### config.mk
export PLATFORM = sky130hd
export DESIGN_NAME = heat_window_drv
export DESIGN_NICKNAME = d
export VERILOG_FILES = /design/src/rtl/hwd_pkg.sv /design/src/rtl/hwd_tick_div.sv /design/src/rtl/hwd_ontime.sv /design/src/rtl/hwd_window_seq.sv /design/src/rtl/heat_window_drv.sv
export SDC_FILE = /design/constraint.sdc
export NUM_CORES = 1
export LEC_CHECK = 0
export CAP_MARGIN = 20
export CORE_AREA = 2 2 108 110
export CTS_CLUSTER_DIAMETER = 100
export DETAILED_ROUTE_END_ITERATION = 10
export DIE_AREA = 0 0 110 112
export DONT_BUFFER_PORTS = 1
export MAX_ROUTING_LAYER = met4
export PLACE_DENSITY = 0.79
export SKIP_CTS_REPAIR_TIMING = 1
export SYNTH_ARGS = -nofsm -noshare
export SYNTH_HDL_FRONTEND = slang
export SYNTH_HIERARCHICAL = 1
export SYNTH_SLANG_ARGS = --single-unit
### constraint.sdc
create_clock -name clk -period 3.1 [get_ports clk]
set_input_delay 0.155 -clock clk [delete_from_list [all_inputs] [get_ports clk]]
set_output_delay 0.155 -clock clk [all_outputs]
set_load 0.005 [all_outputs]
### src/rtl/hwd_pkg.sv
package hwd_pkg;
   localparam int unsigned PCT_FULL = 100;

   function automatic int unsigned width_of(input int unsigned n);
      return (n <= 1) ? 1 : $clog2(n);
   endfunction
endpackage

### src/rtl/hwd_tick_div.sv
module hwd_tick_div #(
   parameter int unsigned TICKS_PER_SEC = 1000
) (
   input  logic clk,
   input  logic rst_n,
   input  logic clear,
   input  logic count_en,
   output logic sec_step
);
   localparam int unsigned MS_W = hwd_pkg::width_of(TICKS_PER_SEC);
   localparam logic [MS_W-1:0] MS_LAST = MS_W'(TICKS_PER_SEC - 1);

   logic [MS_W-1:0] ms_cnt;

   generate
      if (TICKS_PER_SEC < 1) begin : g_bad_tps
         $error("TICKS_PER_SEC must be at least 1");
      end
   endgenerate

   assign sec_step = count_en && (ms_cnt == MS_LAST);

   always_ff @(posedge clk or negedge rst_n) begin
      if (!rst_n)             ms_cnt <= '0;
      else if (clear)         ms_cnt <= '0;
      else if (sec_step)      ms_cnt <= '0;
      else if (count_en)      ms_cnt <= ms_cnt + 1'b1;
   end

   // the millisecond count never leaves its range
   a_r2_ms_in_range: assert property (@(posedge clk) disable iff (!rst_n)
      ms_cnt <= MS_LAST);

   // without a tick the sub-second count stays where it is
   a_r7_hold_no_tick: assert property (@(posedge clk) disable iff (!rst_n)
      (!count_en && !clear) |=> $stable(ms_cnt));
endmodule

### src/rtl/hwd_ontime.sv
module hwd_ontime #(
   parameter int unsigned DUTY_W = 7,
   parameter int unsigned WIN_W  = 8
) (
   input  logic [DUTY_W-1:0] duty,
   input  logic [WIN_W-1:0]  win,
   output logic [WIN_W-1:0]  on_sec
);
   localparam int unsigned PROD_W = DUTY_W + WIN_W;

   logic [DUTY_W-1:0] duty_eff;
   logic [PROD_W-1:0] prod;

   generate
      if (DUTY_W < 1 || WIN_W < 1) begin : g_bad_w
         $error("DUTY_W and WIN_W must be at least 1");
      end
      if ((1 << DUTY_W) > hwd_pkg::PCT_FULL) begin : g_clamp
         always_comb
            duty_eff = (duty >= DUTY_W'(hwd_pkg::PCT_FULL)) ?
                       DUTY_W'(hwd_pkg::PCT_FULL) : duty;
      end else begin : g_pass
         always_comb duty_eff = duty;
      end
   endgenerate

   always_comb begin
      prod   = PROD_W'(duty_eff) * PROD_W'(win);
      on_sec = WIN_W'(prod / PROD_W'(hwd_pkg::PCT_FULL));
   end

   // the on-time never exceeds the window
   always_comb a_r6_on_within_win: assert (on_sec <= win);
endmodule

### src/rtl/hwd_window_seq.sv
module hwd_window_seq #(
   parameter int unsigned WIN_W = 8
) (
   input  logic             clk,
   input  logic             rst_n,
   input  logic             clear,
   input  logic             sec_step,
   input  logic [WIN_W-1:0] win_in,
   input  logic [WIN_W-1:0] on_in,
   output logic             running,
   output logic [WIN_W-1:0] sec_cnt,
   output logic [WIN_W-1:0] on_q
);
   logic [WIN_W-1:0] win_q;
   logic             wrap;

   assign wrap = sec_step && (sec_cnt == win_q - 1'b1);

   always_ff @(posedge clk or negedge rst_n) begin
      if (!rst_n) begin
         running <= 1'b0;
         sec_cnt <= '0;
         win_q   <= '0;
         on_q    <= '0;
      end else if (clear) begin
         running <= 1'b0;
         sec_cnt <= '0;
         win_q   <= '0;
         on_q    <= '0;
      end else if (!running || wrap) begin
         running <= 1'b1;
         sec_cnt <= '0;
         win_q   <= win_in;
         on_q    <= on_in;
      end else if (sec_step) begin
         sec_cnt <= sec_cnt + 1'b1;
      end
   end

   // settings stay fixed inside a running window
   a_r4_latch_at_boundary: assert property (@(posedge clk) disable iff (!rst_n)
      (running && !clear && !sec_step) |=> ($stable(on_q) && $stable(win_q)));

   // second count stays inside the latched window
   a_r2_sec_in_window: assert property (@(posedge clk) disable iff (!rst_n)
      running |-> (sec_cnt < win_q));

   // a disable clears the timing state
   a_r5_clear_on_disable: assert property (@(posedge clk) disable iff (!rst_n)
      clear |=> (!running && sec_cnt == '0));
endmodule

### src/rtl/heat_window_drv.sv
module heat_window_drv #(
   parameter int unsigned TICKS_PER_SEC = 1000,
   parameter int unsigned DUTY_W        = 7,
   parameter int unsigned WIN_W         = 8
) (
   input  logic              clk,
   input  logic              rst_n,
   input  logic              tick_ms,
   input  logic              enable,
   input  logic              force_full,
   input  logic [DUTY_W-1:0] duty_pct,
   input  logic [WIN_W-1:0]  win_sec,
   output logic              relay_on
);
   logic             running;
   logic             sec_step;
   logic [WIN_W-1:0] win_eff;
   logic [WIN_W-1:0] on_calc;
   logic [WIN_W-1:0] sec_cnt;
   logic [WIN_W-1:0] on_q;

   assign win_eff = (win_sec == '0) ? WIN_W'(1) : win_sec;

   hwd_tick_div #(.TICKS_PER_SEC(TICKS_PER_SEC)) u_div (
      .clk      (clk),
      .rst_n    (rst_n),
      .clear    (!enable),
      .count_en (running && tick_ms),
      .sec_step (sec_step)
   );

   hwd_ontime #(.DUTY_W(DUTY_W), .WIN_W(WIN_W)) u_calc (
      .duty   (duty_pct),
      .win    (win_eff),
      .on_sec (on_calc)
   );

   hwd_window_seq #(.WIN_W(WIN_W)) u_seq (
      .clk      (clk),
      .rst_n    (rst_n),
      .clear    (!enable),
      .sec_step (sec_step),
      .win_in   (win_eff),
      .on_in    (on_calc),
      .running  (running),
      .sec_cnt  (sec_cnt),
      .on_q     (on_q)
   );

   assign relay_on = enable && (force_full || (running && (sec_cnt < on_q)));

   // a zero on-time never drives the relay without an override
   a_r1_zero_on_low: assert property (@(posedge clk) disable iff (!rst_n)
      (running && on_q == '0 && !force_full) |-> !relay_on);
endmodule

==> metrics, run 1 <==
WP data required 3.24 ns; most numerous cell in the Yosys netlist nor2_1; GRT Total Usage 36.14%; layout cell share with drive strength beyond 1 36.54%; final max-slew violation count 0; die area 12320 µm²; Util after Layout 79.50%; final hold slack between 0.05 and 0.06 ns; xor/xnor share of the synthesized area 4.513%; clk sink count 35; failing checks negative setup slack; Seq/Total Area, Yosys 13.39%; Final nets 1057; chip height 112 µm; CTS Buf Count 5; final hold vios 0; worst hold path class in2reg; clk_lat worst skew 0.28 ns; RSZ-0062 raised after global routing yes; Synth Flop Type dfrtp_1; core outline area about 11000 µm²; Placed Area about 8000 µm²; io pins 21; initial antenna violation count 0; Setup WS post-layout -5.551 ns; Synth Area in Compound Gates 31.50%; Critical Path AT between 8 and 9 ns; Routed WL 24750 µm; Adder-Cell Fraction of Synth Area 17.56%; Clock Tree Root clkbuf_16; mapped cell area 6543 µm²; startpoint types primary input; Netlist cell types 103; top cells by area, synth dfrtp_1 13%, fa_1 8.9%, ha_1 8.2%; Crit. End Element flop; number of fillers in the final layout 634; Critical Path Max Stage Delay approximately 0.59 ns; outcome finished, violations left; Post-synth EDFFs 0; H-tree depth 2; Routed WL per cell 22.32 µm; net count after synthesis approximately 900; 1st-pass router iterations 8; largest net degree at the start of global routing 36; area delta synth->final 35.78%; # rows 39; number of global-route vias before repair 7346; Vias 7817; actual slew at the worst max-slew pin 0.9673 ns; synth warn 6; mux contribution to synthesized area under 10%; Final Critical Period 8.651 ns; diodes inserted 0; simple-gate share of the synthesized area 25.24%; routed vias/inst approximately 7.0; maxcap violations 0; FF-to-FF setup slack 0.24 ns; Cells after Synth ~810; Final Cycle Share 279.1%; Die W 110 µm; critical path class in2reg; FMAX between 0.1 and 0.15 GHz; post-synth top area share between 10% and 20%; largest family of logic cells by synthesized area compound AO/OA/AOI/OAI gates; first-pass GRT wire length 35420 µm; 1st-iter DRT viols ~1200; asr flop ratio synth 100.0%; Slew headroom 35.32%; post-route ant nets 0; clock skew 0.007290 ns; GRT overflow 0; DP HPWL 15590 µm; design area between 8000 and 9000 µm²; Setup-failing EPs final 8; synthesized flop and latch total 35; Initial Util about three fifths; Buffers on Ports 0; CTS max path bufs 2; GP Congestion 0.9899; CTS clk-pin slew, worst paths 0.05 ns; CP Max Fanout 10; DRC 0; syn_area_per_cell about 8.1 µm²; Yosys top cell by area dfrtp_1; CTS tree yes; Max stage delay cell, worst path fa_2; Commonest cells post-synth 59 x nor2_1, 47 x nand2_1, 45 x inv_1
worst paths after layout:
check | startpoint | to | depth (start not counted)
min in group asynchronous | rst_n | u_seq/sec_cnt[6] | 2
max in group asynchronous | rst_n | u_seq/on_q[0] | 2
worst min-delay path | win_sec[7] | u_seq/win_q[7] | 2
worst max-delay path | duty_pct[4] | u_seq/on_q[0] | 34
worst min register to register | u_div/ms_cnt[9] | u_div/ms_cnt[9] | 2
worst max register to register | u_seq/win_q[1] | u_seq/win_q[0] | 7
cells by family after synthesis:
logic type | Yosys count
AOI/OAI and AO/OA | 265
buffers and inverters | 97
adders and majority gates | 75
muxes | 7
and+or+nand+nor | 300
xor gates and xnor gates | 32
DFF | 35
sequential cells by signal, indices dropped and copies added, names as in the netlist:
signal         flops
u_div/ms_cnt      10
u_seq/on_q         8
u_seq/sec_cnt      8
u_seq/win_q        8
u_seq/running      1
worst max-delay path: cells and delay by family:
kind	cells	cell delay [ns]
AO/OA/AOI/OAI	18	4.09
multiplexers	1	0.32
buffers and inverters	4	0.65
AND/OR/NAND/NOR	6	1.26
adder cells (fa/ha/maj)	5	2.27
per-layer routing:
metal	vias to the layer above	track usage [%]	routed length (µm)
met4	0	14.09	1474
met2	596	57.59	12000
met1	3668	44.68	8904
li1	3362	-	-
met5	-	-	0
met3	191	7.026	2371
cell type report:
type	instances	area, µm²	area share, %
timing repair buffer	198	1575	17.73
tap	143	178.9	2.014
clock inverter	2	60.06	0.6761
multi-input combinational	679	5889	66.30
inverter	46	175.2	1.972
sequential	35	875.8	9.859
clock buffer	6	128.9	1.451
per-stage QoR:
stage	std cells	setup TNS, ns	worst slack (ns)
after floorplan	811	-29.05	-5.255
after global placement	1061	-31.23	-5.320
after detailed placement	1062	-32.34	-5.538
after CTS	1070	-30.42	-5.323
after global routing	1109	-32.39	-5.767
final	1109	-31.18	-5.551
cell usage in the layout, fill, tap and decap left out, types with 12 or more instances in the layout:
cell type  instances
a21oi_1           30
a31oi_1           21
and2_1            15
and3_1            34
buf_4            181
buf_6             13
dfrtp_1           35
fa_1              27
ha_1              37
inv_1             40
nand2_1           40
nand3_1           21
nand4_1           23
nor2_1            51
nor2b_1           23
nor3_1            17
o211ai_1          41
o21ai_0           28
xnor2_1           12
xor2_1            16
Power of run 1 is not shown: default switching activity piles up to over one toggle a cycle in this logic, so the estimate is an artifact.
==> run 2, diff against run 1 <==
--- a/config.mk
+++ b/config.mk
@@ -6,13 +6,14 @@
 export NUM_CORES = 1
 export LEC_CHECK = 0
 export CAP_MARGIN = 20
-export CORE_AREA = 2 2 108 110
+export CORE_AREA = 2 2 138 86
 export CTS_CLUSTER_DIAMETER = 100
 export DETAILED_ROUTE_END_ITERATION = 10
-export DIE_AREA = 0 0 110 112
+export DIE_AREA = 0 0 140 88
 export DONT_BUFFER_PORTS = 1
+export GPL_TIMING_DRIVEN = 0
 export MAX_ROUTING_LAYER = met4
-export PLACE_DENSITY = 0.79
+export PLACE_DENSITY = 0.8
 export SKIP_CTS_REPAIR_TIMING = 1
 export SYNTH_ARGS = -nofsm -noshare
 export SYNTH_HDL_FRONTEND = slang
==> run 2 against run 1 <==
Against the previous run: the run ends with design-rule violations, negative setup slack left; die area stayed put; utilization down 4.2 points; register-to-register slack got worse by 0.13 ns; sequential share of layout area grew 0.64 points; routed wire length fell by 3.6%; final area down 6.1%; cell count down 7.2%; non-clock buffer count down 83; critical path depth rose by 5; clock skew is 0.0025 ns lower; maximum frequency shrank 5.4%; count of clock-buffer cells in the layout decreased by 1; critical path type unchanged.
==> metrics, run 2 (synthesis results as in run 1) <==
initial antenna violation count 1; met2 Resource Use GR between 40% and 50%; GRT overflow 0; Bufs and invs on worst path 10; io pins 21; GP Congestion 1.044; Reg with most FFs u_div/ms_cnt; commonest non-fill, non-tap cell in the layout buf_4; Util after Layout 75.33%; actual slew at the worst max-slew pin 0.9251 ns; Routed WL 23850 µm; failing checks design-rule violations, negative setup slack; FF-to-FF setup slack 0.11 ns; Final Cycle Share 294.9%; chip height about 90 µm; Vias 7513; Placed Area between 6000 and 7000 µm²; design area 8342 µm²; DP HPWL between 15000 and 20000 µm; maxcap violations 0; clk sink count 35; H-tree depth 2; CTS clk-pin slew, worst paths 0.06 ns; RSZ-0062 raised after global routing yes; Clock Tree Root clkbuf_16; Hold Path Origin tick_ms; Critical Path Max Stage Delay approximately 0.6 ns; CTS tree yes; CTS max path bufs 2; worst hold path class in2reg; M3 GR Usage ~9.2%; Setup-failing EPs final 8; worst r2r src u_seq/running; FMAX between 0.1 and 0.15 GHz; core outline area about 11000 µm²; Die W 140 µm; largest net degree at the start of global routing 36; first-pass GRT wire length 32110 µm; Crit. End Element flop; Routed WL per cell 23.18 µm; Final nets roughly 980; 1st-iter DRT viols 1040; final hold slack 0.2935 ns; setup_tns -34.59 ns; Critical Path AT between 9 and 10 ns; Initial Util 59.08%; Critical path origin duty_pct[4]; # rows 30; Setup WS post-layout -6.042 ns; DRC 2; final hold vios 0; Slew headroom 37.88%; clk_lat worst skew 0.29 ns; busiest grt layer met2; Buffers on Ports 0; post-route ant nets 0; 1st-pass router iterations 9; commonest cells after routing, fill and taps aside 59 x buf_4, 50 x nor2_1, 42 x inv_1; number of global-route vias before repair between 6000 and 7000; crit-path leading delay family compound AO/OA/AOI/OAI gates; outcome finished, violations left; WP data required 3.25 ns; CTS Buf Count 5; routed vias/inst 7.301; clock skew 0.004764 ns; Max stage delay cell, worst path fa_1; GRT Total Usage 33.08%; layout cell share with drive strength beyond 1 about 28%; met1 usage 46.65%; final max-slew violation count 0; startpoint types primary input; critical path class in2reg; CP Max Fanout 7; die area approximately 12000 µm²; area delta synth->final 27.50%; Final Critical Period 9.142 ns; number of flip-flops in the largest register 10; number of fillers in the final layout 733
-- run 2: worst paths after layout --
| check | cells past startpoint | to |
|---|---|---|
| max reg2reg | 9 | u_seq/on_q[1] |
| min | 3 | u_div/ms_cnt[1] |
| max | 39 | u_seq/on_q[0] |
| max in group asynchronous | 2 | u_div/ms_cnt[9] |
| min reg2reg | 2 | u_div/ms_cnt[9] |
| min in group asynchronous | 2 | u_seq/win_q[2] |
-- run 2: tightest hold or removal path: stages --
cell,delay (ns)
and2_2,0.23
nand2_1,0.09
o31ai_1,0.06
-- run 2: routing by layer --
metal,wire length [µm],part of all wire [%]
met2,10250,43
met1,9697,41
met5,0,0
met3,2995,13
met4,905,3.8
-- run 2: cell type report --
type                    instances  area [µm²]  area share [%]
multi-input cells             680        5977           71.65
flip-flops and latches         35       875.8           10.50
repair buffers                 66       554.3           6.645
plain buffers                  49       381.6           4.575
well taps                     144       180.2           2.160
inverters                      46       177.7           2.130
clock buffers                   5       125.1           1.500
clock inverters                 3       67.56          0.8100
diodes                          1       2.502         0.03000
-- run 2: stage by stage --
stage	worst slack, ns	instances
after floorplan	-5.255	811
after global placement	-6.149	955
after detailed placement	-6.450	955
after CTS	-6.214	963
after global routing	-6.386	1029
final	-6.042	1029
Power of run 2 is left out for the same reason.
==> run 3, diff against run 2 <==
--- a/config.mk
+++ b/config.mk
@@ -6,14 +6,16 @@
 export NUM_CORES = 1
 export LEC_CHECK = 0
 export CAP_MARGIN = 20
-export CORE_AREA = 2 2 138 86
+export CELL_PAD_IN_SITES_DETAIL_PLACEMENT = 0
+export CELL_PAD_IN_SITES_GLOBAL_PLACEMENT = 2
+export CORE_AREA = 2 2 167 103
 export CTS_CLUSTER_DIAMETER = 100
 export DETAILED_ROUTE_END_ITERATION = 10
-export DIE_AREA = 0 0 140 88
+export DIE_AREA = 0 0 169 105
 export DONT_BUFFER_PORTS = 1
 export GPL_TIMING_DRIVEN = 0
 export MAX_ROUTING_LAYER = met4
-export PLACE_DENSITY = 0.8
+export PLACE_DENSITY = 0.87
 export SKIP_CTS_REPAIR_TIMING = 1
 export SYNTH_ARGS = -nofsm -noshare
 export SYNTH_HDL_FRONTEND = slang
==> run 3 against run 2 <==
Against the previous run: the run ends with negative setup slack left; clock skew shrank 0.00057 ns; count of clock-buffer cells in the layout grew 2; hold slack lost 0.0075 ns; routed wire length shrank 15%; die area grew 44%; setup slack gained 0.40 ns; critical endpoint unchanged.
==> metrics, run 3 (synthesis results as in run 1) <==
initial antenna violation count 0; first-pass GRT wire length roughly 32000 µm; Buffers on Ports 0; commonest cells after routing, fill and taps aside 53 x nor2_1, 47 x buf_4, 44 x inv_1; Slew headroom 37.52%; Placed Area ~7000 µm²; Die W 169 µm; Critical Path Max Stage Delay around 0.59 ns; Setup-failing EPs final 8; final hold vios 0; Final nets 956; final max-slew violation count 0; clock skew 0.004190 ns; routed vias/inst 6.379; Vias between 6000 and 7000; Critical Path AT roughly 9 ns; Worst path most repeated cell fa_1; Initial Util about two fifths; Clock Tree Root clkbuf_16; failing checks negative setup slack; Routed WL per cell 18.93 µm; CTS Buf Count 5; multi-input logic area between 5000 and 6000 µm²; area delta synth->final 20.20%; clk sink count 35; FMAX between 0.1 and 0.15 GHz; post-route ant nets 0; core outline area 16130 µm²; Max stage delay cell, worst path fa_1; largest net degree at the start of global routing 36; H-tree depth 2; 1st-pass router iterations 8; Final Cycle Share 282.0%; Reg with most FFs u_div/ms_cnt; commonest non-fill, non-tap cell in the layout nor2_1; number of flip-flops in the largest register 10; Routed WL 20330 µm; GRT Total Usage 22.41%; critical path class in2reg; DP HPWL ~15000 µm; DRC 0; maxcap violations 0; RSZ-0062 raised after global routing yes; Crit. End Element flop; number of global-route vias before repair 6138; Bufs and invs on worst path 7; diodes inserted 0; outcome finished, violations left; clk_lat worst skew about 0.29 ns; number of fillers in the final layout about 1600; worst hold path class in2reg; chip height 105 µm; Final Critical Period between 8 and 9 ns; crit-path leading delay family compound AO/OA/AOI/OAI gates; WP data required 3.25 ns; io pins 21; GRT overflow 0; Register Area 875.8 µm²; CP Max Fanout 9; actual slew at the worst max-slew pin 0.9306 ns; GP Congestion 0.9714; design area 7864 µm²; Setup WS post-layout -5.641 ns; CTS max path bufs 2; CTS clk-pin slew, worst paths roughly 0.060 ns; startpoint types primary input; # rows 36; 1st-iter DRT viols 701; layout cell share with drive strength beyond 1 22.08%; CTS tree yes; die area about 18000 µm²
[run 3: changes by cell type in the layout (fill, tap and decap cells not counted), moves of 4 or more]
| cell | before | now |
|---|---|---|
| o21ai_2 | 9 | 5 |
| clkbuf_1 | 15 | 20 |
| o21ai_0 | 27 | 31 |
| buf_4 | 59 | 47 |
| buf_6 | 19 | 10 |
[run 3: final timing paths]
check | start | end | slack, ns | cells past startpoint
worst max-delay path | duty_pct[4] | u_seq/on_q[0] | -5.64 | 36
worst min-delay path | tick_ms | u_div/ms_cnt[1] | 0.29 | 3
worst max register to register | u_seq/running | u_seq/on_q[1] | 0.18 | 9
worst min register to register | u_div/ms_cnt[9] | u_div/ms_cnt[9] | 0.57 | 2
max in group asynchronous | rst_n | u_div/ms_cnt[7] | 2.58 | 2
min in group asynchronous | rst_n | u_seq/win_q[2] | 0.31 | 2
[run 3: stage by stage]
stage,worst slack (ns),setup TNS (ns),instances,hold WS (ns),utilization [%]
finish,-5.641,-32.19,1074,0.2859,48.77
global route,-5.953,-34.09,1074,0.3019,48.77
CTS,-6.023,-37.88,1028,-0.4464,44.32
detailed placement,-6.271,-39.59,1020,-0.1397,43.47
global placement,-6.265,-37.97,1020,-0.1398,43.47
floorplan,-5.255,-29.05,811,-0.1406,-
[run 3: final cells by class]
type                    count  share of cell area, %
well taps                 209                  3.325
multi-input cells         679                  71.95
clock buffers               7                  1.687
plain buffers              50                  4.598
flip-flops and latches     35                  11.14
repair buffers             47                  4.980
clock inverters             1                0.06364
inverters                  46                  2.259
[run 3: routing by layer]
| layer | up-vias | share of wire, % | GRT usage (%) |
|---|---|---|---|
| met1 | 3402 | 51 | 35.46 |
| met2 | 269 | 41 | 29.63 |
| met4 | 0 | 0.67 | 2.808 |
| met3 | 17 | 7.8 | 4.015 |
| li1 | 3163 | - | - |
| met5 | - | 0 | - |
[run 3: worst min-delay path: cells and delay by family]
family | cells | cell delay [ns]
AND/OR/NAND/NOR | 2 | 0.31
AO/OA/AOI/OAI | 1 | 0.07
Power of run 3 is left out for the same reason.
